`config.mk`:
```
export PLATFORM = sky130hd
export DESIGN_NAME = shadow_commit_ctrl
export DESIGN_NICKNAME = d
export VERILOG_FILES = /design/src/rtl/shadow_commit_pkg.sv /design/src/rtl/shadow_nv_array.sv /design/src/rtl/shadow_commit_sched.sv /design/src/rtl/shadow_commit_ctrl.sv
export SDC_FILE = /design/constraint.sdc
export NUM_CORES = 1
export LEC_CHECK = 0
export ABC_AREA = 1
export BUFFER_PORTS_ARGS = -buffer_cell sky130_fd_sc_hd__buf_2
export CAP_MARGIN = 15
export CORE_MARGIN = 5
export CORE_UTILIZATION = 54
export DETAILED_ROUTE_END_ITERATION = 10
export HOLD_SLACK_MARGIN = 0.05
export PLACE_DENSITY_LB_ADDON = 0.05
export SYNTH_ARGS = -nofsm -noshare
export SYNTH_HDL_FRONTEND = slang
export SYNTH_SLANG_ARGS = --single-unit
```
`constraint.sdc`:
```
create_clock -name clk -period 3.05 [get_ports clk]
set_input_delay 0.915 -clock clk [delete_from_list [all_inputs] [get_ports clk]]
set_output_delay 0.915 -clock clk [all_outputs]
set_load 0.01 [all_outputs]
```
`src/rtl/shadow_commit_pkg.sv`:
```
`timescale 1ns/1ps
package shadow_commit_pkg;
  localparam int unsigned DEF_NUM_REGS = 4;
  localparam int unsigned DEF_DATA_W   = 8;
  localparam int unsigned DEF_NV_LAT   = 4;
  localparam int unsigned DEF_CNT_W    = 16;
  // index of the configuration register (write-control flag, slave address)
  localparam int unsigned CFG_REG_IDX  = 0;
  localparam int unsigned WC_BIT       = 3;
  localparam int unsigned SLAVE_LO_W   = 3;
endpackage

```
`src/rtl/shadow_nv_array.sv`:
```
`timescale 1ns/1ps
module shadow_nv_array #(
  parameter int unsigned N   = 4,
  parameter int unsigned DW  = 8,
  parameter int unsigned LAT = 4,
  parameter logic [N*DW-1:0] INIT = '0
) (
  input  logic                   clk,
  input  logic                   rst_n,
  input  logic                   wr_start,
  input  logic [$clog2(N)-1:0]   wr_idx,
  input  logic [DW-1:0]          wr_data,
  output logic                   busy,
  output logic [N*DW-1:0]        image
);
  localparam int unsigned AW = $clog2(N);
  localparam int unsigned LW = $clog2(LAT + 1);

  logic          busy_q, busy_d;
  logic [LW-1:0] left_q, left_d;
  logic [AW-1:0] idx_q, idx_d;
  logic [DW-1:0] data_q, data_d;
  logic          done;
  logic [DW-1:0] mem_q [N];
  logic [DW-1:0] mem_d [N];

  always_comb begin
    busy_d = busy_q;
    left_d = left_q;
    idx_d  = idx_q;
    data_d = data_q;
    done   = 1'b0;
    if (busy_q) begin
      if (left_q == '0) begin
        busy_d = 1'b0;
        done   = 1'b1;
      end else begin
        left_d = left_q - 1'b1;
      end
    end else if (wr_start) begin
      busy_d = 1'b1;
      left_d = LW'(LAT - 1);
      idx_d  = wr_idx;
      data_d = wr_data;
    end
  end

  always_comb begin
    for (int i = 0; i < N; i++) begin
      mem_d[i] = mem_q[i];
      if (done && idx_q == AW'(i)) mem_d[i] = data_q;
    end
  end

  always_ff @(posedge clk or negedge rst_n) begin
    if (!rst_n) begin
      busy_q <= 1'b0;
      left_q <= '0;
      idx_q  <= '0;
      data_q <= '0;
      for (int i = 0; i < N; i++) mem_q[i] <= INIT[i*DW +: DW];
    end else begin
      busy_q <= busy_d;
      left_q <= left_d;
      idx_q  <= idx_d;
      data_q <= data_d;
      for (int i = 0; i < N; i++) mem_q[i] <= mem_d[i];
    end
  end

  for (genvar g = 0; g < N; g++) begin : g_img
    assign image[g*DW +: DW] = mem_q[g];
  end

  assign busy = busy_q;

  // the scheduler never starts a write on a busy store
  a_r7_start_when_free: assert property (@(posedge clk) disable iff (!rst_n)
    wr_start |-> !busy_q);
  // countdown never exceeds the programmed latency
  a_r7_countdown_bound: assert property (@(posedge clk) disable iff (!rst_n)
    busy_q |-> (left_q <= LW'(LAT - 1)));
endmodule

```
`src/rtl/shadow_commit_sched.sv`:
```
`timescale 1ns/1ps
module shadow_commit_sched #(
  parameter int unsigned N        = 4,
  parameter int unsigned ADDR_IDX = 0
) (
  input  logic                 clk,
  input  logic                 rst_n,
  input  logic                 en,
  input  logic                 wr_en,
  input  logic [$clog2(N)-1:0] wr_idx,
  input  logic                 wc,
  input  logic                 commit,
  input  logic                 busy,
  output logic                 start,
  output logic [$clog2(N)-1:0] start_idx,
  output logic                 pending
);
  localparam int unsigned AW = $clog2(N);

  logic [N-1:0] dirty_q, dirty_d, set_v, clr_v;
  logic         found;

  // lowest-index dirty register goes first
  always_comb begin
    found     = 1'b0;
    start_idx = '0;
    for (int i = 0; i < N; i++) begin
      if (dirty_q[i] && !found) begin
        found     = 1'b1;
        start_idx = AW'(i);
      end
    end
    start = found && !busy;
  end

  always_comb begin
    set_v = '0;
    if (en && commit) set_v = '1;
    if (en && wr_en && (wr_idx == AW'(ADDR_IDX) || !wc)) set_v[wr_idx] = 1'b1;
    clr_v = start ? (N'(1) << start_idx) : '0;
    // a new request in the same cycle as a start wins over the clear
    dirty_d = (dirty_q & ~clr_v) | set_v;
  end

  always_ff @(posedge clk or negedge rst_n) begin
    if (!rst_n) dirty_q <= '0;
    else        dirty_q <= dirty_d;
  end

  assign pending = |dirty_q;

  // a configuration register write is always queued for storage
  a_r4_cfg_write_queued: assert property (@(posedge clk) disable iff (!rst_n)
    (en && wr_en && wr_idx == AW'(ADDR_IDX)) |=> dirty_q[ADDR_IDX]);
  // with the flag clear, any write is queued for storage
  a_r2_auto_queued: assert property (@(posedge clk) disable iff (!rst_n)
    (en && wr_en && !wc) |=> dirty_q[$past(wr_idx)]);
  // a commit command queues the whole bank
  a_r5_commit_queues_all: assert property (@(posedge clk) disable iff (!rst_n)
    (en && commit) |=> (&dirty_q));
endmodule

```
`src/rtl/shadow_commit_ctrl.sv`:
```
`timescale 1ns/1ps
module shadow_commit_ctrl
  import shadow_commit_pkg::*;
#(
  parameter int unsigned NUM_REGS = DEF_NUM_REGS,
  parameter int unsigned DATA_W   = DEF_DATA_W,
  parameter int unsigned NV_LAT   = DEF_NV_LAT,
  parameter int unsigned CNT_W    = DEF_CNT_W,
  parameter logic [NUM_REGS*DATA_W-1:0] NV_INIT = 32'hE781_3C05
) (
  input  logic                        clk,
  input  logic                        rst_n,
  input  logic                        reg_wr,
  input  logic [$clog2(NUM_REGS)-1:0] reg_idx,
  input  logic [DATA_W-1:0]           reg_wdata,
  input  logic                        commit_req,
  input  logic [$clog2(NUM_REGS)-1:0] rd_idx,
  output logic [DATA_W-1:0]           rd_vol,
  output logic [DATA_W-1:0]           rd_nv,
  output logic                        ready,
  output logic                        nv_busy,
  output logic                        idle,
  output logic [CNT_W-1:0]            nv_wr_count,
  output logic [SLAVE_LO_W-1:0]       slave_addr_lo
);
  localparam int unsigned AW = $clog2(NUM_REGS);

  logic                         rst_meta, rst_sync;
  logic                         ready_q, ready_d;
  logic [AW-1:0]                boot_q, boot_d;
  logic [DATA_W-1:0]            vreg_q [NUM_REGS];
  logic [DATA_W-1:0]            vreg_d [NUM_REGS];
  logic [NUM_REGS*DATA_W-1:0]   image;
  logic                         nv_start, pending;
  logic [AW-1:0]                start_idx;
  logic [CNT_W-1:0]             cnt_q, cnt_d;
  logic                         wc;
  logic                         wr_ok;

  // reset: asserted at once, released after two clock edges
  always_ff @(posedge clk or negedge rst_n) begin
    if (!rst_n) {rst_sync, rst_meta} <= 2'b00;
    else        {rst_sync, rst_meta} <= {rst_meta, 1'b1};
  end

  assign wc    = vreg_q[CFG_REG_IDX][WC_BIT];
  assign wr_ok = ready_q && reg_wr;

  // boot loader and volatile bank, next state
  always_comb begin
    ready_d = ready_q | (boot_q == AW'(NUM_REGS - 1));
    boot_d  = ready_q ? boot_q : boot_q + 1'b1;
    cnt_d   = nv_start ? cnt_q + 1'b1 : cnt_q;
    for (int i = 0; i < NUM_REGS; i++) begin
      vreg_d[i] = vreg_q[i];
      if (!ready_q && boot_q == AW'(i))
        vreg_d[i] = image[i*DATA_W +: DATA_W];
      else if (wr_ok && reg_idx == AW'(i))
        vreg_d[i] = reg_wdata;
    end
  end

  always_ff @(posedge clk or negedge rst_sync) begin
    if (!rst_sync) begin
      ready_q <= 1'b0;
      boot_q  <= '0;
      cnt_q   <= '0;
      for (int i = 0; i < NUM_REGS; i++) vreg_q[i] <= '0;
    end else begin
      ready_q <= ready_d;
      boot_q  <= boot_d;
      cnt_q   <= cnt_d;
      for (int i = 0; i < NUM_REGS; i++) vreg_q[i] <= vreg_d[i];
    end
  end

  shadow_commit_sched #(
    .N        (NUM_REGS),
    .ADDR_IDX (CFG_REG_IDX)
  ) u_sched (
    .clk       (clk),
    .rst_n     (rst_sync),
    .en        (ready_q),
    .wr_en     (reg_wr),
    .wr_idx    (reg_idx),
    .wc        (wc),
    .commit    (commit_req),
    .busy      (nv_busy),
    .start     (nv_start),
    .start_idx (start_idx),
    .pending   (pending)
  );

  shadow_nv_array #(
    .N    (NUM_REGS),
    .DW   (DATA_W),
    .LAT  (NV_LAT),
    .INIT (NV_INIT)
  ) u_nv (
    .clk      (clk),
    .rst_n    (rst_sync),
    .wr_start (nv_start),
    .wr_idx   (start_idx),
    .wr_data  (vreg_q[start_idx]),
    .busy     (nv_busy),
    .image    (image)
  );

  assign rd_vol        = vreg_q[rd_idx];
  assign rd_nv         = image[int'(rd_idx)*DATA_W +: DATA_W];
  assign ready         = ready_q;
  assign idle          = ready_q && !nv_busy && !pending;
  assign nv_wr_count   = cnt_q;
  assign slave_addr_lo = vreg_q[CFG_REG_IDX][SLAVE_LO_W-1:0];

  // storage is never written while the bank is still loading
  a_r1_quiet_during_boot: assert property (@(posedge clk) disable iff (!rst_sync)
    !ready_q |-> !nv_start);
  // once ready, the block stays ready until the next reset
  a_r1_ready_sticky: assert property (@(posedge clk) disable iff (!rst_sync)
    ready_q |=> ready_q);
  // every storage write that raises busy has been counted
  a_r7_busy_counted: assert property (@(posedge clk) disable iff (!rst_sync)
    $rose(nv_busy) |-> (cnt_q != $past(cnt_q)));
endmodule

```
Word level (Yosys, flattened, before mapping)
Cells that the tools add are included.
- add/subtract/negate cells: 3
- $lt $le $gt $ge: 4
- equal/unequal tests: 10
- shifts and indexed selects: 2
- mux-type cells: 34
- bitwise logic cells: 8
- reductions and logical operators: 42
- operators by type and width (kind ; count):
    8-bit 2-to-1 mux ; 12
    8-bit binary-select mux with 2-bit select ; 2
    32-bit by 6-bit variable part select with 8-bit output ; 1
    1-bit logical AND ; 22
    16-bit by 1-bit adder with 16-bit output, second input constant ; 1
    2-bit == test, second input constant ; 6
    4-bit 2-to-1 mux ; 3
    1-bit 2-to-1 mux ; 11
    2-bit nonzero test ; 5
    3-bit 2-to-1 mux ; 3
    4-bit OR ; 2
    1-bit zero test ; 7
    2-bit by 1-bit == test with 1-bit output, second input constant ; 3
    3-bit greater-or-equal comparator, second input constant ; 2
    2-bit zero test ; 3
    2-bit inverter with 3-bit output ; 2
    4-bit bitwise AND ; 1
    2-bit 2-to-1 mux ; 2
    4-bit inverter ; 1
    2-bit AND reduction ; 2
    4-bit OR reduction ; 1
    1-bit by 2-bit << shifter with 4-bit output, first input constant ; 1
    3-bit zero test ; 1
    2-bit by 3-bit less-than comparator with 1-bit output, second input constant ; 1
    8 further kinds ; 8
- bits in registers: 103
- logic and storage cells: 121

Depth between registers and ports, before layout
Gate-level depths: netlist (run 1).
- depth after elaboration: 15
- mapped depth: 9

Hierarchy
From an unflattened synthesis (run 1), not the netlist that was laid out.
- cells, all modules: 715
- area, all modules: 5605.4 um^2
- by module, submodules not included (module ; times used ; cells an instance ; area each (um^2) ; sequential area each (um^2)):
    shadow_commit_ctrl ; 1 ; 472 ; 3463.3 ; 1326.3
    shadow_nv_array ; 1 ; 211 ; 1896.8 ; 1168.6
    shadow_commit_sched ; 1 ; 32 ; 245.2 ; 100.1

Least setup slack after synthesis (run 1)
No wires, ideal clock.
- kind: input-to-output
- start: in rd_idx[0]
- end: out rd_nv[0]
- data arrival time: 1.568 ns
- data required time: 2.135 ns
- setup slack: 0.567 ns
- stages on the path: 4
- path buffers: 1
- cells stage by stage: inv_1 clkbuf_1 nor2_1 o22ai_1
- cells in the longest elaborated chain, start to end: 1
- ends and longest elaborated chain (what ; line ; source):
    start: declaration ; shadow_commit_ctrl.sv:17 ; input logic [$clog2(NUM_REGS)-1:0] rd_idx,
    32-bit by 6-bit variable part select with 8-bit output ; shadow_commit_ctrl.sv:110 ; assign rd_nv = image[int'(rd_idx)*DATA_W +: DATA_W];
    end: declaration ; shadow_commit_ctrl.sv:19 ; output logic [DATA_W-1:0] rd_nv,
Every way passes these cells.

Worst setup path in the final report (run 1)
- start: in rd_idx[1]
- end: out rd_vol[2]
- cells in the longest elaborated chain, start to end: 4
- ends and longest elaborated chain (what ; line ; source):
    2-bit inverter with 3-bit output (implied by the code) ; shadow_commit_ctrl.sv:109 ; assign rd_vol = vreg_q[rd_idx];
    8-bit binary-select mux with 2-bit select ; shadow_commit_ctrl.sv:109 ;
    8-bit 2-to-1 mux (implied by the code) (2 in a row) ; shadow_commit_ctrl.sv:109 ;
    end: declaration ; shadow_commit_ctrl.sv:18 ; output logic [DATA_W-1:0] rd_vol,
Every way passes these cells. The select of a mux whose other input is x is not followed.

==> flow_metrics.py, run 1 <==
metrics = {
    "clocking": {
        "clkTransAtPathRegs_ps": 90,
        "tritoncts": "built",
        "h-tree-depth": 3,
        "cts_sinks": 103,
        "cts_hold_buf": 0,
        "cts_resized": 0,
        "cts_root_buffer": "clkbuf_8",
        "clockBufferDepth": 2,
        "cts_setup_buffers": 0,
        "clkLatencyLatePin_ps": 370,
        "numCtsBuffers": 9,
    },
    "synth": {
        "synth_compound_area_frac": 0.139,
        "yosysUniqueCellTypes": 39,
        "synth-simple-area-share": 0.271,
        "synth_top_family_by_area": "simple AND/OR/NAND/NOR gates",
        "ys_warn_count": 0,
        "syn_avg_cell_area_um2": 7.92,
        "syn_inst": 711,
        "muxShareOfSynthArea": 0,
        "syn_nets": 734,
        "synth_xor_area_frac": 0.0140,
        "synthAdderAreaFrac": 0.0156,
        "ys.flop_type": "dfrtp_1",
        "synth-seq-cells": 103,
        "synth_edf_count": 0,
        "yosysSeqAreaShare": 0.461,
        "synthesis.area_um2": 5630,
        "ys_async_sr_fraction": 1.00,
    },
    "sta": {
        "fin_ws_ps": 218,
        "finalHoldViolCount": 0,
        "min_period_ps": 2830,
        "max_freq_ghz": 0.353,
        "min_period_over_period": 0.928,
        "rsz0062_at_grt": "false",
        "timing.hold.ws_ps": 253,
        "fin_skew_ps": 9.95,
        "worst_pin_slew_ps": 511,
        "slew_headroom": 0.658,
        "slew_violations": 0,
        "finalSetupViolations": 0,
        "setup_tns_ps": 0,
    },
    "global_route": {
        "grt_max_degree": 88,
        "grt_overflow": 0,
        "grt_pass1_vias": 4696,
        "grt_pass1_wl_um": 25200,
        "grt.total_usage": 0.257,
        "antenna_found_initial": 0,
    },
    "die": {
        "start_util": 0.550,
        "row_count": 37,
        "io_pins": 54,
        "die_w_um": 112,
        "die_area_um2": 12600,
        "fp.coreArea_um2": 10200,
        "die_h_um": 112,
    },
    "status": {
        "status": "complete, no violations",
    },
    "routing": {
        "vias": 4938,
        "ant_nets": 0,
        "vias_per_cell": 5.53,
        "first_pass_iters": 5,
        "first_iter_violations": 401,
        "wl_per_cell_um": 17.5,
        "wirelength_um": 15600,
        "drc": 0,
    },
    "worst_setup_path": {
        "critPathKind": "in2out",
        "critPathArrivalTime_ps": 1920,
        "cp.required_ps": 2130,
        "end_kind": "output pin",
        "cp_max_fo": 16,
        "worstSetupStartpointType": "input pin",
    },
    "worst_hold_path": {
        "hold_class": "reg2async",
    },
    "pwr": {
        "p_comb_frac": 0.138,
        "vdd_drop_max_uv": 351,
        "p_int_mw": 2.31,
        "pwr-share-seq": 0.509,
        "swShare": 0.279,
        "total_power_mw": 3.21,
        "powerDensity_nw_per_um2": 517,
        "p_leak_nw": 3.03,
        "switchingPower_mw": 0.893,
        "power.share.clock": 0.353,
    },
    "cells_and_area": {
        "final_common_cell": "nand2_1",
        "nNetsFinal": 775,
        "final_cell_mix": "nand2_1, dfrtp_1, o21ai_0",
        "final_util": 0.606,
        "drive_above_1_share": 0.161,
        "area_growth_pct": 10.2,
        "antenna_cells": 0,
        "nFillCells": 935,
    },
    "placement": {
        "pre_cts_ws_ps": 235,
        "place_congestion": 0.905,
        "hpwl_um": 11900,
        "io_buffers": 53,
    },
    "run": {
        "max-cap-violations": 0,
    },
}
## layout make-up
type	count	area, um2	area share
clock buffer	11	141	0.0228
clock inverter	5	129	0.0208
inverter	84	319	0.0515
multi-input combinational	494	2480	0.400
sequential	103	2600	0.419
tap	136	170	0.0274
timing repair buffer	60	363	0.0585
## synth_stat cells (5+ instances only)
cell type | number | area [um2]
dfstp_2 | 14 | 368
clkbuf_1 | 7 | 26.3
buf_2 | 7 | 35.0
nand3_1 | 71 | 355
dfrtp_1 | 89 | 2230
nand2_4 | 5 | 56.3
o21ai_0 | 79 | 395
buf_6 | 5 | 56.3
a21oi_1 | 24 | 120
inv_1 | 78 | 293
nand2_2 | 5 | 31.3
xor2_1 | 5 | 43.8
ha_1 | 7 | 87.6
o22ai_1 | 9 | 56.3
nor2_1 | 56 | 210
a31oi_1 | 22 | 138
buf_4 | 7 | 52.6
nand2_1 | 176 | 661
## through the flow
step,cell area [um2],std cells
after global placement,5900,876
after floorplan,5630,711
after global routing,6200,893
after CTS,6170,892
after detailed placement,5900,876
final,6200,893
## flip-flops by register name, summed over array words and instances (netlist names)
| register | cells |
|---|---|
| boot_q | 2 |
| u_sched.dirty_q | 4 |
| slave_addr_lo | 3 |
| u_nv.data_q | 8 |
| ready | 1 |
| u_nv.busy | 1 |
| u_nv.idx_q | 2 |
| nv_wr_count | 16 |
| u_nv.image | 32 |
| rst_sync | 1 |
| rst_meta | 1 |
| u_nv.left_q | 3 |
| vreg_q | 29 |
## cell families (layout without fill, tap and decap cells)
group                    Yosys count  after routing
XOR/XNOR                           9              9
adder cells (fa/ha/maj)            7              7
flip-flops                       103            103
other                              1              1
buffers and inverters            114            160
AND/OR/NAND/NOR                  334            334
AO/OA/AOI/OAI                    143            143
## routing by layer
layer / track usage / vias up / part of all wire
li1: - / 2391 / -
met1: 0.371 / 2359 / 0.45
met2: 0.391 / 156 / 0.46
met3: 0.0426 / 32 / 0.063
met4: 0.0994 / 0 / 0.032
met5: 0 / - / 0
## path summary, 6_finish.rpt
kind,from,slack (ps),cells past startpoint,endpoint
worst max-delay path,rd_idx[1],220,7,rd_vol[2]
worst min-delay path,rst_sync,250,0,u_nv.data_q[4]
worst max register to register,u_nv.left_q[0],1340,7,u_nv.image[10]
worst min register to register,rst_sync,250,0,u_nv.data_q[4]
max in group asynchronous,rst_sync,2010,2,nv_wr_count[9]
min in group clk,rst_meta,370,0,rst_sync
## critical path: stages
cell and delay [ps]:
buf_2 150, inv_1 240, buf_12 180, o21ai_0 90, a21oi_1 140, a21oi_1 60, buf_2 140
## power groups by stage
stage / Clock (mW) / Combinational, mW / Sequential (mW)
after global placement: 0 / 0.416 / 1.67
after global routing: 1.23 / 0.501 / 1.65
after detailed placement: 0 / 0.422 / 1.67
after CTS: 1.14 / 0.424 / 1.64
after floorplan: 0 / 0.293 / 1.60
final: 1.13 / 0.442 / 1.63
(Power assumes the default switching activity.)
==> inputs of run 2 (changes only) <==
--- a/config.mk
+++ b/config.mk
@@ -5,11 +5,10 @@
 export SDC_FILE = /design/constraint.sdc
 export NUM_CORES = 1
 export LEC_CHECK = 0
-export ABC_AREA = 1
 export BUFFER_PORTS_ARGS = -buffer_cell sky130_fd_sc_hd__buf_2
 export CAP_MARGIN = 15
 export CORE_MARGIN = 5
-export CORE_UTILIZATION = 54
+export CORE_UTILIZATION = 53
 export DETAILED_ROUTE_END_ITERATION = 10
 export HOLD_SLACK_MARGIN = 0.05
 export PLACE_DENSITY_LB_ADDON = 0.05
==> run 2 against run 1 <==
Sequential share of layout area rose by 2.9 points. First-iteration DRC count shrank 64%. Flip-flop and latch count stayed put. Clock power shrank 24%. Maximum frequency is 0.61% higher. Core utilization down 0.50 points. Die area is 5.9% lower. Sequential power is essentially flat. Power decreased by 9.9%. Via count shrank 28%. Synthesized cell count fell by 38%. Critical endpoint is now rd_vol[0]. Largest cell class unchanged.
==> flow_metrics.py, run 2 <==
metrics = {
    "synth": {
        "syn_avg_cell_area_um2": 11.8,
        "yosysMostFrequentCell": "dfrtp_1",
        "yosysUniqueCellTypes": 48,
        "synthesis.area_um2": 5160,
        "ys_top_cells_by_area": "dfrtp_1, mux2_2, dfstp_2, mux4_2, mux2i_1",
        "ys_warn_count": 0,
        "synth_top_area_share": 0.431,
        "syn_inst": 438,
        "ys.flop_type": "dfrtp_1",
        "synth_edf_count": 0,
        "yosysSeqAreaShare": 0.503,
        "synth_common_cells": "dfrtp_1, nand2_1, o21ai_0",
        "syn_nets": 461,
        "synth-seq-cells": 103,
        "synth_area_leader_cell": "dfrtp_1",
        "ys_async_sr_fraction": 1.00,
    },
    "clocking": {
        "cts_hold_buf": 0,
        "clkLatencyLatePin_ps": 370,
        "cts_root_buffer": "clkbuf_8",
        "tritoncts": "built",
        "cts_sinks": 103,
        "cts_setup_buffers": 0,
        "h-tree-depth": 3,
        "clkTransAtPathRegs_ps": 90,
        "cts_resized": 0,
        "numCtsBuffers": 9,
        "clockBufferDepth": 2,
    },
    "routing": {
        "wl_per_cell_um": 19.2,
        "vias": 3555,
        "wirelength_um": 12000,
        "first_pass_iters": 4,
        "ant_nets": 0,
        "vias_per_cell": 5.66,
        "first_iter_violations": 145,
        "drc": 0,
    },
    "worst_setup_path": {
        "critical-path-top-delay-family": "multiplexers",
        "path_cells": "buf_2, buf_12, mux4_2, buf_2",
        "rrSetupSlack_ps": 950,
        "cp.buffers_inverters": 3,
        "cp_max_fo": 16,
        "max_stage_delay_ps": 530,
        "critPathMostFrequentCell": "buf_2",
        "reg2regPathDepth": 5,
        "r2r_end": "u_nv.left_q[0]",
        "slowest_stage": "mux4_2",
        "worstSetupStartpointType": "input pin",
        "critPathKind": "in2out",
        "rr_startpoint": "u_sched.dirty_q[1]",
        "critPathArrivalTime_ps": 1900,
        "cp.required_ps": 2130,
        "end_kind": "output pin",
    },
    "sta": {
        "finalHoldViolCount": 0,
        "timing.hold.ws_ps": 320,
        "worst_pin_slew_ps": 753,
        "setup_tns_ps": 0,
        "min_period_ps": 2810,
        "rsz0062_at_grt": "false",
        "slew_headroom": 0.498,
        "min_period_over_period": 0.923,
        "finalSetupViolations": 0,
        "fin_skew_ps": 8.82,
        "max_freq_ghz": 0.355,
        "slew_violations": 0,
    },
    "die": {
        "fp.coreArea_um2": 9640,
        "die_w_um": 109,
        "die_area_um2": 11800,
        "row_count": 36,
        "start_util": 0.536,
        "io_pins": 54,
        "die_h_um": 109,
    },
    "global_route": {
        "grt_max_degree": 102,
        "grt_pass1_vias": 3485,
        "grt_pass1_wl_um": 19300,
        "grt.total_usage": 0.218,
        "grt_overflow": 0,
        "antenna_found_initial": 0,
    },
    "cells_and_area": {
        "drive_above_1_share": 0.331,
        "final-instance-count-excl-fill": 628,
        "area_growth_pct": 12.2,
        "final_cell_mix": "dfrtp_1, nand2_1, buf_2",
        "nNetsFinal": 513,
        "antenna_cells": 0,
        "final_common_cell": "dfrtp_1",
        "largest_reg_flops": 32,
    },
    "run": {
        "max-cap-violations": 0,
    },
    "pwr": {
        "total_power_mw": 2.89,
        "powerDensity_nw_per_um2": 498,
        "vdd_drop_max_uv": 246,
        "p_leak_nw": 2.61,
    },
    "placement": {
        "io_buffers": 53,
        "hpwl_um": 8060,
        "place_congestion": 0.760,
        "place_inst": 612,
    },
    "worst_hold_path": {
        "hold_class": "in2async",
    },
    "status": {
        "status": "complete, no violations",
    },
}
-- run 2: changes by cell type in the layout (fill, tap and decap cells not counted), moves of 7 or more --
cell	before	now
o22ai_1	9	0
buf_4	4	15
nor2_1	56	9
mux2i_1	0	32
xnor2_1	4	13
a21oi_1	24	9
o21ai_0	79	50
mux2_2	0	33
nand3_1	71	7
inv_1	78	14
mux4_2	0	16
a31oi_1	22	0
a221oi_1	0	7
nand2_1	176	55
-- run 2: report_power, final --
group,internal (mW),switching (mW),leakage [nW]
Sequential,1.51,0.137,1.21
Combinational,0.197,0.181,1.30
Clock,0.403,0.460,0.0936
Total,2.11,0.778,2.61
-- run 2: worst reg2reg max path: cells and delay by family, from the launching register on --
kind | cells | cell delay [ps]
multiplexers | 1 | 280
flip-flops | 1 | 400
AND/OR/NAND/NOR | 3 | 1090
buffers and inverters | 1 | 230
-- run 2: area by class of cell --
cell class	instances	area, um2
flip-flops and latches	103	2600
well taps	133	166
inverters	14	52.6
fillers	869	3850
clock inverters	3	42.5
clock buffers	13	149
repair buffers	70	418
multi-input cells	292	2370
-- run 2: layer usage --
layer | up-vias | wire length, um | track usage
met5 | - | 0 | 0
met4 | 0 | 189 | 0.0730
met3 | 13 | 517 | 0.0290
met2 | 81 | 5690 | 0.340
met1 | 1797 | 5650 | 0.315
li1 | 1664 | - | -
-- run 2: kinds of logic (layout without fill, tap and decap cells) --
group / count (synthesis) / count (layout) / synth area share
AOI/OAI and AO/OA: 75 / 75 / 0.0834
muxes: 82 / 82 / 0.207
DFF: 103 / 103 / 0.503
adders and majority gates: 7 / 7 / 0.0170
and+or+nand+nor: 111 / 111 / 0.122
other: 1 / 1 / 0.000726
buffers and inverters: 43 / 100 / 0.0402
xor gates and xnor gates: 16 / 16 / 0.0271
-- run 2: worst max-delay path by stage --
stage / start / end / slack, ps / cells after the start
6_report: rd_idx[0] / rd_vol[0] / 240 / 4
5_1_grt: rd_idx[0] / rd_vol[0] / 190 / 4
4_1_cts: rd_idx[0] / rd_vol[0] / 220 / 4
3_5_place_dp: rd_idx[0] / rd_vol[0] / 220 / 4
3_3_place_gp: rd_idx[0] / rd_vol[0] / 240 / 4
2_1_floorplan: rd_idx[0] / rd_nv[1] / 130 / 3
-- run 2: metrics by stage --
step,worst slack (ps),util,cell area [um2]
3_5_place_dp,223,0.581,5600
5_1_grt,191,0.601,5790
4_1_cts,220,0.601,5790
6_report,235,0.601,5790
3_3_place_gp,238,0.581,5600
2_1_floorplan,132,-,5160
